## src/rtl/cic_pkg.sv

```systemverilog
// Package: shared constants and address helpers for the cascadable
// interrupt controller. Assumes a 0x40-byte window of 32-bit words.
package cic_pkg;
    localparam int DW     = 32;  // register and bank width
    localparam int AW     = 6;   // byte address width of the window
    localparam int MAXBNK = 2;   // largest supported bank count

    typedef enum logic [1:0] {
        REG_EVENT  = 2'd0,
        REG_ENABLE = 2'd1,
        REG_ACK    = 2'd2,
        REG_LEVEL  = 2'd3
    } reg_sel_e;

    // Address bits [5:4] that select a given bank.
    function automatic logic [1:0] bank_slot(input int b);
        return (b == 0) ? 2'b10 : 2'b01;
    endfunction
endpackage

```

## src/rtl/cic_bank.sv

```systemverilog
// Module: one bank of 32 sources. It registers the inputs, latches
// enabled rising edges on edge sources, and clears them on ack.
// Assumes src_i is synchronous to clk and that en_wr and ack_wr
// come from a decoder that never asserts both at once.
module cic_bank #(
    parameter logic [31:0] LVL_MASK = 32'h0
) (
    input  logic        clk,
    input  logic        rst_n,
    input  logic [31:0] src_i,
    input  logic        en_wr,
    input  logic        ack_wr,
    input  logic [31:0] wdata,
    output logic [31:0] event_o,
    output logic [31:0] enable_o,
    output logic [31:0] level_o,
    output logic        req_o
);
    logic [31:0] in_q, event_q, enable_q;
    logic [31:0] rise_v, new_ev, ack_mask;

    // Rising edges, qualified by enable and edge-type mask.
    always_comb begin
        rise_v   = src_i & ~in_q;
        new_ev   = rise_v & enable_q & ~LVL_MASK;
        ack_mask = ack_wr ? wdata : 32'h0;
    end

    // Input register: one sample of each source per clock.
    always_ff @(posedge clk) begin
        if (!rst_n) in_q <= '0;
        else        in_q <= src_i;
    end

    // Enable register: loaded in full by a write.
    always_ff @(posedge clk) begin
        if (!rst_n)     enable_q <= '0;
        else if (en_wr) enable_q <= wdata;
    end

    // Event register: ack clears first, then a new edge sets again.
    always_ff @(posedge clk) begin
        if (!rst_n) event_q <= '0;
        else        event_q <= (event_q & ~ack_mask) | new_ev;
    end

    assign event_o  = event_q;
    assign enable_o = enable_q;
    assign level_o  = in_q;
    assign req_o    = |((event_q | (in_q & LVL_MASK)) & enable_q);


    en_visible_chk: assert property (@(posedge clk) disable iff (!rst_n)
        en_wr |=> enable_q == $past(wdata));

    ack_clear_chk: assert property (@(posedge clk) disable iff (!rst_n)
        ack_wr |=> (event_q & $past(wdata & ~new_ev)) == 32'h0);

    edge_wins_chk: assert property (@(posedge clk) disable iff (!rst_n)
        ack_wr |=> (event_q & $past(new_ev)) == $past(new_ev));

    no_spurious_chk: assert property (@(posedge clk) disable iff (!rst_n)
        1'b1 |=> (event_q & ~$past(event_q) & ~$past(rise_v & enable_q)) == 32'h0);
endmodule

```

## src/rtl/cic_decode.sv

```systemverilog
// Module: address decode and read mux. It makes per-bank write
// strobes and registers read data one cycle after bus_rd.
// Assumes word-aligned accesses. Anything else is ignored and reads as 0.
module cic_decode
    import cic_pkg::*;
#(
    parameter int NUM_BANKS = 1
) (
    input  logic                     clk,
    input  logic                     rst_n,
    input  logic                     bus_wr,
    input  logic                     bus_rd,
    input  logic [AW-1:0]            bus_addr,
    input  logic [NUM_BANKS-1:0][DW-1:0] ev_i,
    input  logic [NUM_BANKS-1:0][DW-1:0] en_i,
    input  logic [NUM_BANKS-1:0][DW-1:0] lv_i,
    output logic [NUM_BANKS-1:0]     en_wr_o,
    output logic [NUM_BANKS-1:0]     ack_wr_o,
    output logic [DW-1:0]            rdata_o
);
    logic [NUM_BANKS-1:0] hit;
    reg_sel_e             rsel;
    logic [DW-1:0]        rd_mux;

    assign rsel = reg_sel_e'(bus_addr[3:2]);

    // Bank hit decode, one comparator per built bank.
    for (genvar b = 0; b < NUM_BANKS; b++) begin : g_hit
        assign hit[b]      = (bus_addr[5:4] == bank_slot(b)) && (bus_addr[1:0] == 2'b00);
        assign en_wr_o[b]  = bus_wr && hit[b] && (rsel == REG_ENABLE);
        assign ack_wr_o[b] = bus_wr && hit[b] && (rsel == REG_ACK);
    end

    // Read mux over the built banks. Ack and misses read as 0.
    always_comb begin
        rd_mux = '0;
        for (int b = 0; b < NUM_BANKS; b++) begin
            if (hit[b]) begin
                case (rsel)
                    REG_EVENT:  rd_mux = ev_i[b];
                    REG_ENABLE: rd_mux = en_i[b];
                    REG_LEVEL:  rd_mux = lv_i[b];
                    default:    rd_mux = '0;
                endcase
            end
        end
    end

    // Read data register: loaded on each read, held otherwise.
    always_ff @(posedge clk) begin
        if (!rst_n)      rdata_o <= '0;
        else if (bus_rd) rdata_o <= rd_mux;
    end


    one_strobe_chk: assert property (@(posedge clk) disable iff (!rst_n)
        $onehot0({en_wr_o, ack_wr_o}));
endmodule

```

## src/rtl/cascade_irq_ctrl.sv

```systemverilog
// Module: top of the interrupt controller. It builds NUM_BANKS banks
// with fixed level masks and ORs their requests into irq_out.
// Assumes NUM_BANKS is 1 or 2 and that read and write are never both high.
module cascade_irq_ctrl
    import cic_pkg::*;
#(
    parameter int          NUM_BANKS     = 2,
    parameter logic [31:0] LEVEL_MASK_B0 = 32'h1ff0_0000,
    parameter logic [31:0] LEVEL_MASK_B1 = 32'h0000_0000
) (
    input  logic                    clk,
    input  logic                    rst_n,
    input  logic                    bus_wr,
    input  logic                    bus_rd,
    input  logic [5:0]              bus_addr,
    input  logic [31:0]             bus_wdata,
    output logic [31:0]             bus_rdata,
    input  logic [NUM_BANKS*32-1:0] src_in,
    output logic                    irq_out
);
    localparam int NB = (NUM_BANKS > MAXBNK) ? MAXBNK : NUM_BANKS;

    logic [NB-1:0][DW-1:0] ev_w, en_w, lv_w;
    logic [NB-1:0]         en_wr_w, ack_wr_w, req_w;

    cic_decode #(.NUM_BANKS(NB)) dec_i (
        .clk(clk), .rst_n(rst_n), .bus_wr(bus_wr), .bus_rd(bus_rd),
        .bus_addr(bus_addr), .ev_i(ev_w), .en_i(en_w), .lv_i(lv_w),
        .en_wr_o(en_wr_w), .ack_wr_o(ack_wr_w), .rdata_o(bus_rdata)
    );

    // One bank per 32 sources. The mask is picked by bank index.
    for (genvar b = 0; b < NB; b++) begin : g_bank
        cic_bank #(.LVL_MASK((b == 0) ? LEVEL_MASK_B0 : LEVEL_MASK_B1)) bank_i (
            .clk(clk), .rst_n(rst_n), .src_i(src_in[b*32 +: 32]),
            .en_wr(en_wr_w[b]), .ack_wr(ack_wr_w[b]), .wdata(bus_wdata),
            .event_o(ev_w[b]), .enable_o(en_w[b]), .level_o(lv_w[b]),
            .req_o(req_w[b])
        );
    end

    assign irq_out = |req_w;


    irq_quiet_chk: assert property (@(posedge clk) disable iff (!rst_n)
        (en_w == '0) |-> !irq_out);

    rst_quiet_chk: assert property (@(posedge clk)
        !rst_n |=> (bus_rdata == 32'h0) && !irq_out);
endmodule

```

## config.mk

```make
export PLATFORM = sky130hd
export DESIGN_NAME = cascade_irq_ctrl
export DESIGN_NICKNAME = d
export VERILOG_FILES = /design/src/rtl/cic_pkg.sv /design/src/rtl/cic_bank.sv /design/src/rtl/cic_decode.sv /design/src/rtl/cascade_irq_ctrl.sv
export SDC_FILE = /design/constraint.sdc
export NUM_CORES = 1
export LEC_CHECK = 0
export ABC_AREA = 0
export BUFFER_PORTS_ARGS = -buffer_cell sky130_fd_sc_hd__buf_2
export CORE_MARGIN = 3
export CORE_UTILIZATION = 52
export CTS_BUF_LIST = sky130_fd_sc_hd__clkbuf_8
export CTS_CLUSTER_SIZE = 25
export DETAILED_ROUTE_END_ITERATION = 8
export HOLD_SLACK_MARGIN = 0.06
export PLACE_DENSITY = 0.74
export SLEW_MARGIN = 10
export SYNTH_ARGS = -nofsm -noshare
export SYNTH_HDL_FRONTEND = slang
export SYNTH_SLANG_ARGS = --single-unit
```

## constraint.sdc

```tcl
create_clock -name clk -period 1.9 [get_ports clk]
set_input_delay 0.285 -clock clk [delete_from_list [all_inputs] [get_ports clk]]
set_output_delay 0.285 -clock clk [all_outputs]
set_load 0.01 [all_outputs]
```

==> results.py <==
metrics = {
    "clock_tree": {
        "clock_latency_ps": 530,
        "clock_sinks": 224,
        "cts_setup_buffers": 0,
        "numCtsBuffers": 38,
        "cts_buffer_depth": 3,
        "h-tree-depth": 2,
        "path_clk_slew_ps": 60,
        "cts_tree": "yes",
        "root_buffer": "clkbuf_8",
    },
    "setup_path": {
        "cpMostUsedCell": "or4_4",
        "slowest_delay_ps": 550,
        "worstPathMaxFanout": 3,
        "path_cells": "a22oi_2 -> nand4_1 -> or4_4 -> or4_4 -> buf_6",
        "start_kind": "register",
        "crit_path_end_kind": "output port",
        "reg2reg_depth": 5,
        "crit_buf_inv": 1,
        "cp_top_family": "simple AND/OR/NAND/NOR gates",
        "arrival_ps": 2330,
        "critPathKind": "reg -> out",
        "crit_cells": 5,
        "slowest_stage": "or4_4",
        "cp.required_ps": 1620,
    },
    "yosys": {
        "synthAdderAreaFrac": 0,
        "avgSynthCellArea_um2": 9.22,
        "synth_area_um2": 9720,
        "synthXorXnorAreaFrac": 0,
        "ys_seq_elements": 224,
        "synth-compound-area-share": 0.264,
        "ys_types": 30,
        "synth.net_count": 1161,
        "synth_warnings": 0,
        "muxShareOfSynthArea": 0.0741,
        "ys_seq_area_frac": 0.461,
        "synth-simple-area-share": 0.152,
        "synthCells": 1055,
        "synth_top_family_by_area": "compound AO/OA/AOI/OAI gates",
    },
    "drt": {
        "dr.pass1.iters": 5,
        "wirelength_mm": 31.7,
        "drt_iter0_drc": 814,
        "route.detailed.drc": 0,
        "detail-route-antenna-nets": 0,
        "num_vias": 9514,
        "via_per_inst": 5.78,
        "wl_per_cell_um": 19.3,
    },
    "die": {
        "initial_core_util": 0.536,
        "die_h_um": 143,
        "num_rows": 49,
        "die-width_um": 143,
        "core_um2": 18100,
        "pin_count": 139,
        "die-area_um2": 20400,
    },
    "pwr": {
        "p_per_area_nw_per_um2": 749,
        "clockPowerShare": 0.418,
        "p_sw_mw": 2.43,
        "p_leak_nw": 5.41,
        "ir_drop_v": 0.000484,
        "seqPwrFrac": 0.487,
        "p_total_mw": 9.99,
        "p_int_mw": 7.56,
        "pwr-share-comb": 0.094,
        "swShare": 0.243,
    },
    "grt": {
        "grt_start_max_net_pins": 80,
        "track_usage": 0.306,
        "antenna_found_initial": 0,
        "grt_pass1_vias": 9420,
        "overflow": 0,
        "grt_pass1_wl_mm": 49.6,
    },
    "final_layout": {
        "final_common_cell": "dfxtp_1",
        "drive_gt1_frac": 0.291,
        "area_growth_pct": 37.0,
        "fin_nets": 1497,
        "final_cell_count_no_fill": 1646,
        "filler_cell_count": 1316,
        "diodes": 0,
        "final_cell_mix": "dfxtp_1, nand2_1, buf_2",
    },
    "worst_hold_path": {
        "holdPathStages": 3,
        "min_path_type": "in -> reg",
    },
    "sta": {
        "period_share": 1.38,
        "setup_slack_ps": -717,
        "rsz0062_at_grt": "yes",
        "finalSetupTns_ps": -717,
        "hold_viol": 0,
        "slew_headroom": 0.694,
        "maxSlewViolCount": 0,
        "finClkSkew_ps": 14.2,
        "period_minus_slack_ps": 2620,
        "worst_slew_pin_slew_ps": 459,
        "max_freq_mhz": 382,
        "setup_viol": 1,
    },
    "status": {
        "failed_checks": "negative setup slack",
        "status": "finished, violations left",
    },
    "placed_design": {
        "port_buffers": 138,
        "preCtsSetupSlack_ps": -283,
        "finalWeightedCongestion": 0.895,
        "dp.cells": 1482,
        "dp_hpwl_mm": 20.6,
    },
    "run": {
        "cap_viol_max_count": 0,
    },
}
==> cells in the mapped netlist <==
| master | instances | area [um2] |
|---|---|---|
| a22oi_1 | 72 | 541 |
| or3_4 | 2 | 22.5 |
| or2_2 | 1 | 6.26 |
| nor2_2 | 1 | 6.26 |
| or4b_1 | 2 | 20.0 |
| o21ai_1 | 50 | 250 |
| buf_6 | 5 | 56.3 |
| nand3b_1 | 56 | 420 |
| o21ai_0 | 46 | 230 |
| clkbuf_1 | 50 | 188 |
| and2_1 | 64 | 400 |
| inv_1 | 32 | 120 |
| nor3_2 | 1 | 10.0 |
| a21oi_1 | 41 | 205 |
| o22a_1 | 32 | 280 |
| buf_1 | 6 | 22.5 |
| nand2_1 | 138 | 518 |
| a222oi_1 | 1 | 10.0 |
| or4_1 | 2 | 15.0 |
| a21boi_0 | 29 | 218 |
| dfxtp_1 | 224 | 4480 |
| a22o_1 | 9 | 78.8 |
| a221oi_1 | 9 | 78.8 |
| a21boi_1 | 90 | 676 |
| nor2_1 | 2 | 7.51 |
| mux2_2 | 64 | 721 |
| nand4_1 | 6 | 37.5 |
| buf_2 | 18 | 90.1 |
| or2_1 | 1 | 6.26 |
| nand3_1 | 1 | 5.00 |
==> state kept, by name, summed over array words and instances (netlist names) <==
register	flops
g_bank.bank_i.enable_o	64
g_bank.bank_i.event_o	64
g_bank.bank_i.level_o	64
dec_i.rdata_o	32
==> power groups by stage <==
stage	sequential [mW]	combinational, mW	clock (mW)
after floorplan	4.97	0.389	0
after detailed placement	4.96	0.758	0
final	4.87	0.943	4.18
after global placement	4.96	0.750	0
after global routing	4.87	1.01	4.43
after CTS	4.86	0.916	4.24
==> logic make-up after synthesis <==
kind of cell | count (synthesis)
flops | 224
buf+inv | 111
compound gates | 379
simple gates | 277
mux | 64
==> stage by stage <==
| stage | hold WS, ps | cell area (um2) | utilization |
|---|---|---|---|
| 4_1_cts | 224 | 13300 | 0.733 |
| 2_1_floorplan | 372 | 9720 | - |
| 6_report | 259 | 13300 | 0.734 |
| 5_1_grt | 269 | 13300 | 0.734 |
| 3_5_place_dp | 442 | 11600 | 0.637 |
| 3_3_place_gp | 440 | 11600 | 0.637 |
==> worst register-to-register path: cells and delay by family (launching register included) <==
kind,cells,cell delay (ps)
compound gates,3,500
flops,1,330
mux,1,260
buf+inv,1,150
==> path summary, 6_finish.rpt <==
path | startpoint | end | slack [ps]
worst min register to register | g_bank[0].bank_i.event_o[21]$_SDFF_PN0_ | g_bank[0].bank_i.event_o[21]$_SDFF_PN0_ | 460
worst min-delay path | bus_rd | dec_i.rdata_o[0]$_SDFFE_PN0P_ | 260
worst max-delay path | g_bank[1].bank_i.event_o[15]$_SDFF_PN0_ | irq_out | -720
worst max register to register | g_bank[1].bank_i.enable_o[18]$_SDFFE_PN0P_ | dec_i.rdata_o[18]$_SDFFE_PN0P_ | 540
==> area by class of cell <==
type | instances | area [um2] | area share
timing repair buffer | 375 | 2870 | 0.216
inverter | 32 | 120 | 0.00901
tap | 229 | 287 | 0.0215
sequential | 224 | 4490 | 0.337
clock inverter | 18 | 72.6 | 0.00545
multi-input combinational | 720 | 4830 | 0.362
clock buffer | 48 | 661 | 0.0496
==> per-layer routing <==
| layer | vias to the layer above | share of wire | routed length [um] | global-route usage |
|---|---|---|---|---|
| li1 | 4449 | - | - | - |
| met1 | 4558 | 0.43 | 13600 | 0.408 |
| met2 | 421 | 0.46 | 14700 | 0.497 |
| met3 | 86 | 0.076 | 2400 | 0.0586 |
| met4 | 0 | 0.030 | 963 | 0.115 |
| met5 | - | 0 | 0 | 0 |
==> timing repair <==
action                                  4_1_cts  5_1_grt
endpoints found under the setup margin        1        1
resized for setup                            11        9
hold buffers                                 98        0
endpoints found under the hold margin       186        0
pin swaps                                     2        1
Power figures use the tool's default switching activity.
